## config.mk

```make
export PLATFORM = sky130hd
export DESIGN_NAME = mdm_status_unit
export DESIGN_NICKNAME = d
export VERILOG_FILES = /design/src/rtl/mdm_pkg.sv /design/src/rtl/mdm_sync.sv /design/src/rtl/mdm_delta_flag.sv /design/src/rtl/mdm_flow_gate.sv /design/src/rtl/mdm_status_unit.sv
export SDC_FILE = /design/constraint.sdc
export NUM_CORES = 1
export LEC_CHECK = 0
export ABC_AREA = 1
export BUFFER_PORTS_ARGS = -buffer_cell sky130_fd_sc_hd__buf_2
export CAP_MARGIN = 25
export CORE_AREA = 2 2 40 42
export CTS_BUF_LIST = sky130_fd_sc_hd__clkbuf_8
export DETAILED_ROUTE_END_ITERATION = 6
export DIE_AREA = 0 0 42 44
export GPL_ROUTABILITY_DRIVEN = 0
export GPL_TIMING_DRIVEN = 0
export MAX_ROUTING_LAYER = met4
export PLACE_DENSITY = 0.82
export SYNTH_ARGS = -nofsm -noshare
export SYNTH_HDL_FRONTEND = slang
export SYNTH_SLANG_ARGS = --single-unit
export TNS_END_PERCENT = 20
```

## constraint.sdc

```tcl
create_clock -name clk -period 2.8 [get_ports clk]
set_input_delay 0.56 -clock clk [delete_from_list [all_inputs] [get_ports clk]]
set_output_delay 0.56 -clock clk [all_outputs]
set_load 0.01 [all_outputs]
```

## src/rtl/mdm_pkg.sv

```systemverilog
package mdm_pkg;

  // Number of modem handshake lines tracked per channel.
  localparam int unsigned LINES = 4;

  // Line index within a line vector. A flag sits at the same index in
  // the lower nibble, and the level at index + LINES in the upper one.
  localparam int unsigned IDX_CTS = 0;
  localparam int unsigned IDX_DSR = 1;
  localparam int unsigned IDX_RI  = 2;
  localparam int unsigned IDX_CD  = 3;

  localparam int unsigned STATUS_W = 2 * LINES;

  typedef logic [LINES-1:0]    line_vec_t;
  typedef logic [STATUS_W-1:0] status_t;

  // Which kind of level change arms a change flag.
  typedef enum logic {
    EDGE_ANY  = 1'b0,
    EDGE_FALL = 1'b1
  } edge_kind_e;

endpackage

```

## src/rtl/mdm_sync.sv

```systemverilog
module mdm_sync #(
  parameter int unsigned W       = 4,
  parameter int unsigned STAGES  = 2,
  parameter logic [W-1:0] RST_VAL = '1
) (
  input  logic         clk,
  input  logic         rst_n,
  input  logic [W-1:0] d,
  output logic [W-1:0] q
);

  logic [W-1:0] stg_q [STAGES];
  logic [W-1:0] stg_d [STAGES];

  // Next-state: stage 0 samples the asynchronous inputs, and every
  // later stage takes the value of the stage before it.
  always_comb begin
    stg_d[0] = d;
    for (int i = 1; i < STAGES; i++) begin
      stg_d[i] = stg_q[i-1];
    end
  end

  always_ff @(posedge clk or negedge rst_n) begin
    if (!rst_n) begin
      for (int i = 0; i < STAGES; i++) begin
        stg_q[i] <= RST_VAL;
      end
    end else begin
      for (int i = 0; i < STAGES; i++) begin
        stg_q[i] <= stg_d[i];
      end
    end
  end

  assign q = stg_q[STAGES-1];

endmodule

```

## src/rtl/mdm_delta_flag.sv

```systemverilog
module mdm_delta_flag
  import mdm_pkg::*;
#(
  parameter edge_kind_e KIND = EDGE_ANY
) (
  input  logic clk,
  input  logic rst_n,
  input  logic lvl_prev,
  input  logic lvl_next,
  input  logic rd_clr,
  output logic flag_q
);

  logic evt;
  logic flag_d;
  logic flag_en;

  // Pick the change detector that this line's flag uses.
  generate
    if (KIND == EDGE_FALL) begin : g_fall
      assign evt = lvl_prev & ~lvl_next;
    end else begin : g_any
      assign evt = lvl_prev ^ lvl_next;
    end
  endgenerate

  // A new event takes priority over a read-clear on the same edge.
  always_comb begin
    flag_en = evt | rd_clr;
    flag_d  = evt;
    if (!evt && !rd_clr) begin
      flag_d = flag_q;
    end
  end

  always_ff @(posedge clk or negedge rst_n) begin
    if (!rst_n) begin
      flag_q <= 1'b0;
    end else if (flag_en) begin
      flag_q <= flag_d;
    end
  end

endmodule

```

## src/rtl/mdm_flow_gate.sv

```systemverilog
module mdm_flow_gate (
  input  logic flow_en,
  input  logic cts_lvl,
  output logic may_start
);

  // With flow control off the transmitter is never held back. With it
  // on, an inactive CTS level blocks the start of the next character.
  always_comb begin
    may_start = 1'b1;
    if (flow_en && !cts_lvl) begin
      may_start = 1'b0;
    end
  end

endmodule

```

## src/rtl/mdm_status_unit.sv

```systemverilog
module mdm_status_unit
  import mdm_pkg::*;
#(
  parameter int unsigned SYNC_STAGES = 2
) (
  input  logic       clk,
  input  logic       rst_n,
  input  logic       pin_cts_n,
  input  logic       pin_dsr_n,
  input  logic       pin_ri_n,
  input  logic       pin_cd_n,
  input  logic       loop_en,
  input  logic       ctl_rts,
  input  logic       ctl_dtr,
  input  logic       ctl_aux1,
  input  logic       ctl_aux2,
  input  logic       flow_en,
  input  logic       rd_stb,
  output logic [7:0] status_q,
  output logic       irq,
  output logic       tx_may_start
);

  line_vec_t pin_raw_n;
  line_vec_t pin_sync_n;
  line_vec_t loop_src;
  line_vec_t lvl_next;
  line_vec_t lvl_q;
  line_vec_t flag_q;
  logic      lvl_en;

  // Gather the pins in line-index order.
  always_comb begin
    pin_raw_n          = '1;
    pin_raw_n[IDX_CTS] = pin_cts_n;
    pin_raw_n[IDX_DSR] = pin_dsr_n;
    pin_raw_n[IDX_RI]  = pin_ri_n;
    pin_raw_n[IDX_CD]  = pin_cd_n;
  end

  // The reset value of all ones means every line starts inactive.
  mdm_sync #(
    .W       (LINES),
    .STAGES  (SYNC_STAGES),
    .RST_VAL ({LINES{1'b1}})
  ) u_sync (
    .clk   (clk),
    .rst_n (rst_n),
    .d     (pin_raw_n),
    .q     (pin_sync_n)
  );

  // Loop-back routing from the modem-control outputs to the lines.
  always_comb begin
    loop_src          = '0;
    loop_src[IDX_CTS] = ctl_rts;
    loop_src[IDX_DSR] = ctl_dtr;
    loop_src[IDX_RI]  = ctl_aux1;
    loop_src[IDX_CD]  = ctl_aux2;
  end

  // Pick the level source for each line.
  always_comb begin
    if (loop_en) begin
      lvl_next = loop_src;
    end else begin
      lvl_next = ~pin_sync_n;
    end
    lvl_en = (lvl_next != lvl_q);
  end

  always_ff @(posedge clk or negedge rst_n) begin
    if (!rst_n) begin
      lvl_q <= '0;
    end else if (lvl_en) begin
      lvl_q <= lvl_next;
    end
  end

  // One change flag per line. The ring line reacts only to a falling
  // level; every other line reacts to any change.
  generate
    for (genvar i = 0; i < LINES; i++) begin : g_flag
      localparam edge_kind_e KIND_I = (i == IDX_RI) ? EDGE_FALL : EDGE_ANY;
      mdm_delta_flag #(
        .KIND (KIND_I)
      ) u_flag (
        .clk      (clk),
        .rst_n    (rst_n),
        .lvl_prev (lvl_q[i]),
        .lvl_next (lvl_next[i]),
        .rd_clr   (rd_stb),
        .flag_q   (flag_q[i])
      );
    end
  endgenerate

  mdm_flow_gate u_gate (
    .flow_en   (flow_en),
    .cts_lvl   (lvl_q[IDX_CTS]),
    .may_start (tx_may_start)
  );

  assign status_q = {lvl_q, flag_q};
  assign irq      = |flag_q;

endmodule

```

Word level (Yosys, flattened, before mapping). Index checks and enable logic that the tools add are counted.

Equal/unequal tests: 1. Muxes and demuxes: 2. Bitwise operators: 14. Reductions and logical operators: 16.

Operator list (number): AND reduction 2 bit (4); zero test 1 bit (6); logical AND 1 bit (5); NOT 1 bit (5); two-way mux 4 bit (1); inequality test 4 bit (1); NOT 4 bit (1); OR 1 bit (4); OR reduction 4 bit (1); bitwise XOR 1 bit (3); bitwise AND 1 bit (1); two-way mux 1 bit (1).

Register bits: 16. Input bits: 13. Output and inout bits: 10. Word-level logic and storage cells: 40.

Logic depth before layout (Yosys ltp). Gate-level depths: netlist of run 1.

Depth in word-level cells: 8. Mapped depth: 9. Gate-level depth less buffers: 9.

Cells and area by module. A second synthesis of run 1 with hierarchy kept.

Cell total of the unflattened synthesis: 60. Area, all modules: 613.1 um^2.

By module, submodules not included: mdm_sync (instances 1, cells an instance 8, area each 210.2 um^2, seq. area each 210.2 um^2); mdm_status_unit (instances 1, cells an instance 20, area each 193.9 um^2, seq. area each 100.1 um^2); mdm_delta_flag at g_flag[0].u_flag ... (instances 3, cells an instance 8, area each 52.6 um^2, seq. area each 25.0 um^2); mdm_delta_flag at g_flag[2].u_flag (instances 1, cells an instance 6, area each 43.8 um^2, seq. area each 25.0 um^2); mdm_flow_gate (instances 1, cells an instance 2, area each 7.5 um^2, seq. area each 0.0 um^2).

Worst setup path after synthesis of run 1. Ideal clock, no wire load.

Kind: input -> register. Start point: in loop_en. End point: reg lvl_q[2]. Library setup time: 0.116 ns. Arrival: 1.327 ns. Required time: 2.684 ns. Setup slack: 1.356 ns. Stages on the path: 8. Path buffers: 0. Path through: inv_2 > o21ai_0 > ha_1 > inv_1 > nor2_1 > nand2_1 > nand2_1 > nand2_1.

Longest elaborated chain between the ends: 2.

RTL lines: start, declared (line mdm_status_unit.sv:12) `input logic loop_en,`; two-way mux 4 bit (*) (line mdm_status_unit.sv:64) `if (loop_en) begin`; inequality test 4 bit (line mdm_status_unit.sv:69) `lvl_en = (lvl_next != lvl_q);`; end signal, assigned (line mdm_status_unit.sv:76) `lvl_q <= lvl_next;`; end, declared (line mdm_status_unit.sv:28) `line_vec_t lvl_q;`.

Every way passes the cells marked *; elsewhere a longest branch is shown, timed or not. A chain may end at the register's enable or synchronous reset.

Worst setup path after layout of run 1.
Start point: reg g_flag[2].u_flag.flag_q. End point: out irq.

Longest elaborated chain between the ends: 1.

RTL lines: start, declared (line mdm_delta_flag.sv:11) `output logic flag_q`; start signal, assigned (line mdm_delta_flag.sv:40) `flag_q <= flag_d;`; OR reduction 4 bit (line mdm_status_unit.sv:105) `assign irq = |flag_q;`; end, declared (line mdm_status_unit.sv:20) `output logic irq,`.

No other way between the ends.

==> results.sh, run 1 <==
export IMPL_instances_no_fill=118
export IMPL_pin_count_of_the_biggest_net_entering_global_routing=17
export IMPL_drt_initial_drc_count=7
export IMPL_cts_tree="done"
export IMPL_synth_largest_type_area_fraction_pct=28.9
export IMPL_cts_inserted_buffers=3
export IMPL_slew_limit_headroom_pct=77.9
export IMPL_drc=0
export IMPL_clock_tree_htree_level_count=1
export IMPL_reg2regPathDepth=7
export IMPL_most_common_layout_cells="sky130_fd_sc_hd__buf_2 (22), sky130_fd_sc_hd__nand2_1 (18), sky130_fd_sc_hd__inv_1 (15)"
export IMPL_critPathMaxStageDelay_ns=0.38
export IMPL_share_seq_of_total_power_pct=49.5
export IMPL_hpwlAfterDp_um=909
export IMPL_period_minus_slack_ns=1.49
export IMPL_cts_clk_slew_worst_paths_ns=0.06
export IMPL_ant_nets=0
export IMPL_rsz0062_at_grt="no"
export IMPL_detailroute_via_count=530
export IMPL_clkPwrFrac_pct=31.9
export IMPL_highest_attainable_clock_frequency_ghz=0.672
export IMPL_synth_yosys_warnings=0
export IMPL_viasPerCell=4.49
export IMPL_syn_cell_area_um2=728
export IMPL_antenna_found_initial=0
export IMPL_max_cap_violations=0
export IMPL_gr_total_overflow=0
export IMPL_timing_final_crit_share_pct=53.1
export IMPL_avgSynthCellArea_um2=9.58
export IMPL_first_global_vias=503
export IMPL_post_cts_hold_buffer_count=0
export IMPL_design_core_area_mm2=0.00142
export IMPL_clock_tree_root_cell="sky130_fd_sc_hd__clkbuf_8"
export IMPL_clk_insertion_delay_late_ns=0.25
export IMPL_critical_path_slowest_cell="sky130_fd_sc_hd__dfrtp_1"
export IMPL_number_of_register_bits_inferred_by_synthesis=16
export IMPL_worstPathRequired_ns=2.24
export IMPL_crit_family="flip-flops"
export IMPL_cp_end_kind="output pin"
export IMPL_worstMarginPinSlew_ns=0.332
export IMPL_synth_top_cells_by_area="sky130_fd_sc_hd__dfstp_2 (29%), sky130_fd_sc_hd__dfrtp_1 (27%), sky130_fd_sc_hd__nand2_1 (9.3%)"
export IMPL_routed_wirelength_um=1140
export IMPL_clock_path_buffers=2
export IMPL_finalMaxSlewViolations=0
export IMPL_worst_clock_skew_ns=0.00572
export IMPL_area_delta_synth_final_pct=24.1
export IMPL_initial_utilization_pct=51.3
export IMPL_power_internal_uw=401
export IMPL_final_fill_count=122
export IMPL_cp_arrival_ns=0.93
export IMPL_status="finished, final reports clean"
export IMPL_critPathBufInv=2
export IMPL_cts_repair_resize_count=0
export IMPL_diodes=0
export IMPL_switching_share_pct=25.2
export IMPL_report_final_setup_viol=0
export IMPL_timing_setup_tns_ns=0
export IMPL_hold_path_class="in2async"
export IMPL_worst_case_vdd_ir_drop_mv=0.385
export IMPL_io_pin_count=23
export IMPL_synth_seq_area_share_pct=56.4
export IMPL_crit_reg2reg_launch="u_sync.q[2]$_DFF_PN1_"
export IMPL_first_pass_grt_wire_length_um=1970
export IMPL_cts_sink_count=16
export IMPL_syn_nets=90
export IMPL_power_leakage_uw=0.000510
export IMPL_wire_length_per_cell_after_detailed_routing_um=9.66
export IMPL_chipWidth_um=42
export IMPL_drt_pass1_iterations=4
export IMPL_power_switching_uw=135
export IMPL_worst_setup_path_start_kind="register"
export IMPL_worst_r2r_setup_slack_ns=1.54
export IMPL_pwr_share_comb_pct=18.6
export IMPL_post_cts_buffers=0
export IMPL_placed_cells=114
export IMPL_final_hold_violation_count=0
export IMPL_timing_worst_setup_path_type="reg2out"
export IMPL_die_y_um=44
export IMPL_netlist_instances=76
export IMPL_destination_of_the_worst_register_to_register_timing_path="lvl_q[2]$_DFFE_PN0P_"
export IMPL_placement_rows=14
export IMPL_layout_cells_most_common="sky130_fd_sc_hd__buf_2"
export IMPL_io_buffers=22
export IMPL_power_per_cell_area_mw_per_mm2=593
export IMPL_gr_usage_all_layers_pct=15.6
export IMPL_yosysUniqueCellTypes=16
export IMPL_num_nets_final=117
export IMPL_full_die_area_mm2=0.00185
export IMPL_crit_fanout=2
export IMPL_synthDominantAreaCellType="sky130_fd_sc_hd__dfstp_2"
export IMPL_fraction_of_layout_instances_using_a_drive_strength_above_1_pct=46.1
export IMPL_timing_critical_path_cells="inv_1, nand4_1, buf_2"
-- layout make-up --
type | instances | area [um^2] | area share, %
Timing Repair Buffer | 22 | 110 | 12.2
Inverter | 15 | 56.3 | 6.23
Buffer | 8 | 60.1 | 6.65
Tap cell | 16 | 20.0 | 2.22
Clock buffer | 3 | 41.3 | 4.57
Multi-Input combinational cell | 37 | 201 | 22.3
Clock inverter | 1 | 3.75 | 0.416
Sequential cell | 16 | 410 | 45.4
-- registers in the layout, indices dropped and copies added, names as in the netlist --
register / count
g_flag.u_flag.flag_q: 4
lvl_q: 4
u_sync.q: 4
u_sync.stg_d: 4
-- cells in the mapped netlist --
cell type	count
sky130_fd_sc_hd__buf_4	8
sky130_fd_sc_hd__dfrtp_1	8
sky130_fd_sc_hd__dfstp_2	8
sky130_fd_sc_hd__ha_1	1
sky130_fd_sc_hd__inv_1	14
sky130_fd_sc_hd__inv_2	1
sky130_fd_sc_hd__nand2_1	18
sky130_fd_sc_hd__nand2_2	1
sky130_fd_sc_hd__nand2_4	3
sky130_fd_sc_hd__nand3_1	6
sky130_fd_sc_hd__nand4_1	1
sky130_fd_sc_hd__nor2_1	1
sky130_fd_sc_hd__nor2_2	1
sky130_fd_sc_hd__o211ai_1	3
sky130_fd_sc_hd__o21ai_0	1
sky130_fd_sc_hd__o21bai_1	1
-- logic make-up (layout without fill, tap and decap cells) --
group           count (synthesis)  count (layout)  synth area share (%)
compound gates                  5               5                  4.81
fa+ha+maj                       1               1                  1.72
buf+inv                        23              49                  16.0
flops                          16              16                  56.4
simple gates                   31              31                  21.1
-- stage by stage --
step	utilization (%)	instance area (um^2)	setup WS [ns]	power [uW]	hold slack, ns
2_1_floorplan	-	728	1.36	333	0.264
6_report	63.7	903	1.31	536	0.203
5_1_grt	63.7	903	1.23	568	0.227
3_5_place_dp	60.5	858	1.09	371	0.347
3_3_place_gp	60.5	858	1.14	366	0.346
4_1_cts	63.7	903	1.30	543	0.212
-- power groups by stage --
stage | sequential, uW | combinational (uW) | clock [uW]
2_1_floorplan | 266 | 66.7 | 0
3_3_place_gp | 268 | 98.2 | 0
3_5_place_dp | 269 | 101 | 0
4_1_cts | 266 | 102 | 176
5_1_grt | 267 | 112 | 188
6_report | 265 | 99.7 | 171
-- worst max-delay path by stage --
stage / to / from / cells after the start
final: irq / g_flag[2].u_flag.flag_q$_DFFE_PN0P_ / 3
after CTS: irq / g_flag[2].u_flag.flag_q$_DFFE_PN0P_ / 3
after detailed placement: lvl_q[2]$_DFFE_PN0P_ / loop_en / 10
after floorplan: lvl_q[2]$_DFFE_PN0P_ / loop_en / 8
after global routing: lvl_q[2]$_DFFE_PN0P_ / loop_en / 10
after global placement: lvl_q[2]$_DFFE_PN0P_ / loop_en / 10
-- per-layer routing --
metal / part of all wire, % / track usage, % / vias up
li1: - / - / 276
met3: 5.3 / 5.00 / 3
met4: 1.9 / 9.68 / 0
met1: 41 / 15.6 / 235
met2: 52 / 26.6 / 16
met5: 0 / - / -
-- worst register-to-register path: stages (launching register included) --
cell and delay, ns:
sky130_fd_sc_hd__dfstp_2 0.51, sky130_fd_sc_hd__nand2_1 0.04, sky130_fd_sc_hd__o21ai_0 0.11, sky130_fd_sc_hd__ha_1 0.28, sky130_fd_sc_hd__inv_1 0.05, sky130_fd_sc_hd__nor2_1 0.05, sky130_fd_sc_hd__nand3_1 0.07, sky130_fd_sc_hd__nand2_1 0.05
No activity file was read; power rests on OpenSTA's default activity.
==> run 2, diff against run 1 <==
Settings changed: CORE_AREA 2 2 40 42 to 2 2 40 49, DIE_AREA 0 0 42 44 to 0 0 42 51, PLACE_DENSITY 0.82 to 0.74.
Clock period 2.8 ns to 1.2 ns, I/O delays scaled along.
==> run 2 against run 1 <==
Net effect: the run now ends with setup timing left; final area up 4.4%; die area increased by 16%; hold slack worse by 0.12 ns; sequential cell count unchanged; sequential power rose by 130%.
==> results.sh, run 2 (synthesized netlist as in run 1, its figures left out) <==
export IMPL_crit_fanout=2
export IMPL_area_delta_synth_final_pct=29.6
export IMPL_power_per_cell_area_mw_per_mm2=1420
export IMPL_rsz0062_at_grt="yes"
export IMPL_placement_rows=17
export IMPL_clock_path_buffers=2
export IMPL_detailroute_via_count=562
export IMPL_full_die_area_mm2=0.00214
export IMPL_cts_tree="done"
export IMPL_drt_pass1_iterations=4
export IMPL_slew_limit_headroom_pct=76.1
export IMPL_worstMarginPinSlew_ns=0.358
export IMPL_io_buffers=22
export IMPL_clk_insertion_delay_late_ns=0.25
export IMPL_final_hold_violation_count=0
export IMPL_report_final_setup_viol=1
export IMPL_power_leakage_uw=0.000520
export IMPL_period_minus_slack_ns=1.21
export IMPL_status="finished, violations left"
export IMPL_hpwlAfterDp_um=950
export IMPL_cts_inserted_buffers=3
export IMPL_timing_worst_setup_path_type="reg2reg"
export IMPL_design_core_area_mm2=0.00172
export IMPL_drc=0
export IMPL_cts_clk_slew_worst_paths_ns=0.06
export IMPL_cts_sink_count=16
export IMPL_pin_count_of_the_biggest_net_entering_global_routing=17
export IMPL_gr_total_overflow=0
export IMPL_timing_final_crit_share_pct=101
export IMPL_routed_wirelength_um=1230
export IMPL_final_fill_count=178
export IMPL_gr_usage_all_layers_pct=13.6
export IMPL_num_nets_final=119
export IMPL_chipWidth_um=42
export IMPL_violations="setup timing"
export IMPL_worst_case_vdd_ir_drop_mv=0.797
export IMPL_die_y_um=51
export IMPL_hold_path_class="in2reg"
export IMPL_max_cap_violations=0
export IMPL_fraction_of_layout_instances_using_a_drive_strength_above_1_pct=51.9
export IMPL_finalMaxSlewViolations=0
export IMPL_cp_arrival_ns=1.36
export IMPL_viasPerCell=4.57
export IMPL_clock_tree_root_cell="sky130_fd_sc_hd__clkbuf_8"
export IMPL_reg2regPathDepth=7
export IMPL_diodes=0
export IMPL_most_common_layout_cells="sky130_fd_sc_hd__buf_2 (22), sky130_fd_sc_hd__nand2_1 (17), sky130_fd_sc_hd__inv_1 (12)"
export IMPL_highest_attainable_clock_frequency_ghz=0.823
export IMPL_setup_ws_ns=-0.0145
export IMPL_drt_initial_drc_count=3
export IMPL_worstPathRequired_ns=1.34
export IMPL_ant_nets=0
export IMPL_layout_cells_most_common="sky130_fd_sc_hd__buf_2"
export IMPL_hold_path_cell_count=1
export IMPL_antenna_found_initial=0
export IMPL_clock_tree_htree_level_count=1
export IMPL_first_global_vias=552
export IMPL_first_pass_grt_wire_length_um=2020
export IMPL_wire_length_per_cell_after_detailed_routing_um=9.97
export IMPL_worst_clock_skew_ns=0.00338
export IMPL_dp_slack_ns=-0.210
export IMPL_cp_end_kind="register"
export IMPL_initial_utilization_pct=42.3
export IMPL_io_pin_count=23
export IMPL_totalPowerFinal_uw=1340
export IMPL_worst_setup_path_start_kind="register"
[run 2: layout make-up]
type	instances	area (um^2)	area share, %
Inverter	15	56.3	5.97
Clock buffer	4	55.1	5.84
Multi-Input combinational cell	37	210	22.3
Tap cell	19	23.8	2.52
Sequential cell	16	410	43.5
Buffer	8	60.1	6.37
Timing Repair Buffer	24	128	13.5
[run 2: what timing repair did]
item / CTS / global route
hold buffers: 1 / 0
resized for setup: 4 / 2
setup endpoints to repair: 1 / 2
pin swaps: 3 / 5
setup buffers: 1 / 0
hold endpoints to repair: 8 / 0
[run 2: per-stage QoR]
stage / hold WS (ns) / cells / utilization [%] / cell area [um^2] / TNS (ns)
global placement: 0.161 / 117 / 50.0 / 862 / -0.170
global route: 0.0777 / 123 / 54.8 / 943 / -0.130
finish: 0.0817 / 123 / 54.8 / 943 / -0.0145
floorplan: -0.0556 / 76 / - / 728 / 0
CTS: 0.0773 / 123 / 54.8 / 943 / 0
detailed placement: 0.171 / 117 / 50.0 / 862 / -0.210
[run 2: power by group]
group	switching [uW]	total [uW]	internal (uW)
clock	181	472	291
sequential	26.2	621	595
combinational	125	246	121
total	332	1340	1010
[run 2: path summary, 6_finish.rpt]
path	start	to	slack (ns)
min in group asynchronous	rst_n	g_flag[2].u_flag.flag_q$_DFFE_PN0P_	0.43
hold / removal	pin_cd_n	u_sync.stg_d[3]$_DFF_PN1_	0.08
setup reg to reg	u_sync.q[2]$_DFF_PN1_	lvl_q[2]$_DFFE_PN0P_	-0.01
hold reg to reg	u_sync.stg_d[2]$_DFF_PN1_	u_sync.q[2]$_DFF_PN1_	0.35
setup / recovery	u_sync.q[2]$_DFF_PN1_	lvl_q[2]$_DFFE_PN0P_	-0.01
max in group asynchronous	rst_n	u_sync.stg_d[1]$_DFF_PN1_	0.47
[run 2: worst max-delay path: stages, from the launching register on]
cell	delay, ns
sky130_fd_sc_hd__dfstp_2	0.52
sky130_fd_sc_hd__nand2_2	0.05
sky130_fd_sc_hd__o21ai_2	0.07
sky130_fd_sc_hd__ha_1	0.25
sky130_fd_sc_hd__inv_1	0.06
sky130_fd_sc_hd__nor2_2	0.04
sky130_fd_sc_hd__nand3_1	0.06
sky130_fd_sc_hd__nand2_1	0.05
[run 2: metal layers]
| layer | GRT usage [%] | share of wire [%] | routed length [um] | up-vias |
|---|---|---|---|---|
| li1 | - | - | - | 278 |
| met1 | 12.5 | 40 | 492 | 258 |
| met2 | 24.0 | 50 | 613 | 21 |
| met3 | 3.89 | 7.2 | 88 | 5 |
| met4 | 9.68 | 2.7 | 33 | 0 |
| met5 | - | 0 | 0 | - |
==> run 3, diff against run 2 <==
Settings changed: CORE_AREA 2 2 40 49 to 2 2 48 59, DIE_AREA 0 0 42 51 to 0 0 50 61, PLACE_DENSITY 0.74 to 0.54.
==> run 3 against run 2 <==
Net effect: the run still ends with setup timing left; combinational power barely moved; die area rose by 42%; worst setup slack improved by 0.0034 ns; hold slack got worse by 0.0068 ns; critical path type unchanged; largest power group unchanged.
==> results.sh, run 3 (synthesized netlist as in run 1, its figures left out) <==
export IMPL_max_cap_violations=0
export IMPL_cts_sink_count=16
export IMPL_clock_tree_root_cell="sky130_fd_sc_hd__clkbuf_8"
export IMPL_crit_family="flip-flops"
export IMPL_hpwlAfterDp_um=995
export IMPL_finalMaxSlewViolations=0
export IMPL_drt_initial_drc_count=4
export IMPL_cts_clk_slew_worst_paths_ns=0.06
export IMPL_critPathMaxStageDelay_ns=0.53
export IMPL_io_pin_count=23
export IMPL_ant_nets=0
export IMPL_most_common_layout_cells="sky130_fd_sc_hd__buf_2 (22), sky130_fd_sc_hd__nand2_1 (17), sky130_fd_sc_hd__inv_1 (11)"
export IMPL_clock_path_buffers=2
export IMPL_routed_wirelength_um=1240
export IMPL_highest_attainable_clock_frequency_ghz=0.826
export IMPL_hold_slack_ns=0.0749
export IMPL_violations="setup timing"
export IMPL_layout_cells_most_common="sky130_fd_sc_hd__buf_2"
export IMPL_clk_insertion_delay_late_ns=0.26
export IMPL_cts_tree="done"
export IMPL_first_pass_grt_wire_length_um=2250
export IMPL_io_buffers=22
export IMPL_gr_total_overflow=0
export IMPL_critPathBufInv=1
export IMPL_power_leakage_uw=0.000515
export IMPL_status="finished, violations left"
export IMPL_fraction_of_layout_instances_using_a_drive_strength_above_1_pct=52.4
export IMPL_diodes=0
export IMPL_cp_arrival_ns=1.41
export IMPL_worstPathRequired_ns=1.40
export IMPL_timing_worst_setup_path_type="reg2reg"
export IMPL_power_per_cell_area_mw_per_mm2=1410
export IMPL_worst_clock_skew_ns=0.00315
export IMPL_drc=0
export IMPL_worst_r2r_setup_slack_ns=-0.01
export IMPL_chipWidth_um=50
export IMPL_min_from="pin_ri_n"
export IMPL_pin_count_of_the_biggest_net_entering_global_routing=17
export IMPL_num_nets_final=118
export IMPL_crit_top_cell="sky130_fd_sc_hd__nand2_1"
export IMPL_rsz0062_at_grt="yes"
export IMPL_destination_of_the_worst_register_to_register_timing_path="lvl_q[2]$_DFFE_PN0P_"
export IMPL_reg2regPathDepth=8
export IMPL_drt_pass1_iterations=3
export IMPL_die_y_um=61
export IMPL_clock_tree_htree_level_count=1
export IMPL_worst_case_vdd_ir_drop_mv=0.627
export IMPL_cp_depth=8
export IMPL_worstMarginPinSlew_ns=0.353
export IMPL_cts_inserted_buffers=3
export IMPL_crit_fanout=2
export IMPL_timing_setup_tns_ns=-0.0111
export IMPL_hold_path_cell_count=1
export IMPL_detailroute_via_count=563
export IMPL_timing_final_crit_share_pct=101
export IMPL_worst_setup_path_start_kind="register"
export IMPL_design_core_area_mm2=0.00248
export IMPL_setup_ws_ns=-0.0111
export IMPL_min_delay_worst_endpoint="u_sync.stg_d[2]$_DFF_PN1_"
export IMPL_crit_reg2reg_launch="u_sync.q[2]$_DFF_PN1_"
export IMPL_period_minus_slack_ns=1.21
export IMPL_slew_limit_headroom_pct=76.5
export IMPL_critical_path_slowest_cell="sky130_fd_sc_hd__dfstp_2"
export IMPL_cp_end_kind="register"
export IMPL_initial_utilization_pct=29.4
export IMPL_report_final_setup_viol=1
export IMPL_full_die_area_mm2=0.00305
export IMPL_placement_rows=20
export IMPL_wire_length_per_cell_after_detailed_routing_um=9.14
export IMPL_final_hold_violation_count=0
export IMPL_totalPowerFinal_uw=1350
export IMPL_timing_critical_path_cells="nand2_2, o21ai_2, ha_1, inv_1, nor2_2, nand2_1, nand2_1, nand2_1"
export IMPL_viasPerCell=4.14
export IMPL_area_delta_synth_final_pct=31.6
export IMPL_antenna_found_initial=0
export IMPL_post_cts_buffers=0
export IMPL_gr_usage_all_layers_pct=10.6
export IMPL_hold_path_class="in2reg"
export IMPL_first_global_vias=585
[run 3: cell types whose count changed in the layout (fill, tap and decap cells not counted), sizes merged]
| cell | change |
|---|---|
| buf | -1 |
[run 3: repair_timing]
action                     in CTS  in global routing
pin swaps                       6                  1
setup endpoints to repair       1                  3
hold buffers                    1                  0
hold endpoints to repair        8                  0
resized for setup               4                  4
[run 3: stage by stage]
step / worst slack (ns) / cells / cell area (um^2) / util, %
floorplan: 0.000385 / 76 / 728 / -
finish: -0.0111 / 136 / 958 / 38.7
global placement: -0.162 / 131 / 880 / 35.5
global route: -0.0660 / 136 / 958 / 38.7
CTS: -0.0135 / 136 / 953 / 38.5
detailed placement: -0.223 / 131 / 880 / 35.5
[run 3: worst reg2reg max path, stage by stage (launching register included)]
cell and delay [ns]:
sky130_fd_sc_hd__dfstp_2 0.53, sky130_fd_sc_hd__nand2_2 0.05, sky130_fd_sc_hd__o21ai_2 0.07, sky130_fd_sc_hd__ha_1 0.25, sky130_fd_sc_hd__inv_1 0.06, sky130_fd_sc_hd__nor2_2 0.04, sky130_fd_sc_hd__nand2_1 0.05, sky130_fd_sc_hd__nand2_1 0.05
sky130_fd_sc_hd__nand2_1 0.05
[run 3: where the power goes]
| group | internal (uW) | switching [uW] |
|---|---|---|
| Combinational | 120 | 127 |
| Clock | 292 | 196 |
| Sequential | 595 | 25.2 |
[run 3: layout make-up]
class / instances / area (um^2)
Multi-Input combinational cell: 37 / 215
Inverter: 15 / 56.3
Fill cell: 258 / 1520
Buffer: 8 / 60.1
Tap cell: 33 / 41.3
Clock buffer: 4 / 55.1
Sequential cell: 16 / 410
Timing Repair Buffer: 23 / 120
[run 3: worst max-delay path by stage]
stage	startpoint	end	slack [ns]
6_report	u_sync.q[2]$_DFF_PN1_	lvl_q[2]$_DFFE_PN0P_	-0.01
2_1_floorplan	u_sync.q[2]$_DFF_PN1_	lvl_q[2]$_DFFE_PN0P_	0.0004
3_5_place_dp	loop_en	lvl_q[2]$_DFFE_PN0P_	-0.22
5_1_grt	u_sync.q[2]$_DFF_PN1_	lvl_q[2]$_DFFE_PN0P_	-0.07
3_3_place_gp	loop_en	lvl_q[2]$_DFFE_PN0P_	-0.16
4_1_cts	u_sync.q[2]$_DFF_PN1_	lvl_q[2]$_DFFE_PN0P_	-0.01
[run 3: per-layer routing]
layer | routed length (um) | GRT usage (%) | part of all wire [%] | up-vias
li1 | - | - | - | 279
met1 | 495 | 9.40 | 40 | 260
met3 | 80 | 2.46 | 6.4 | 5
met5 | 0 | - | 0 | -
met2 | 624 | 19.4 | 50 | 19
met4 | 43 | 8.33 | 3.5 | 0
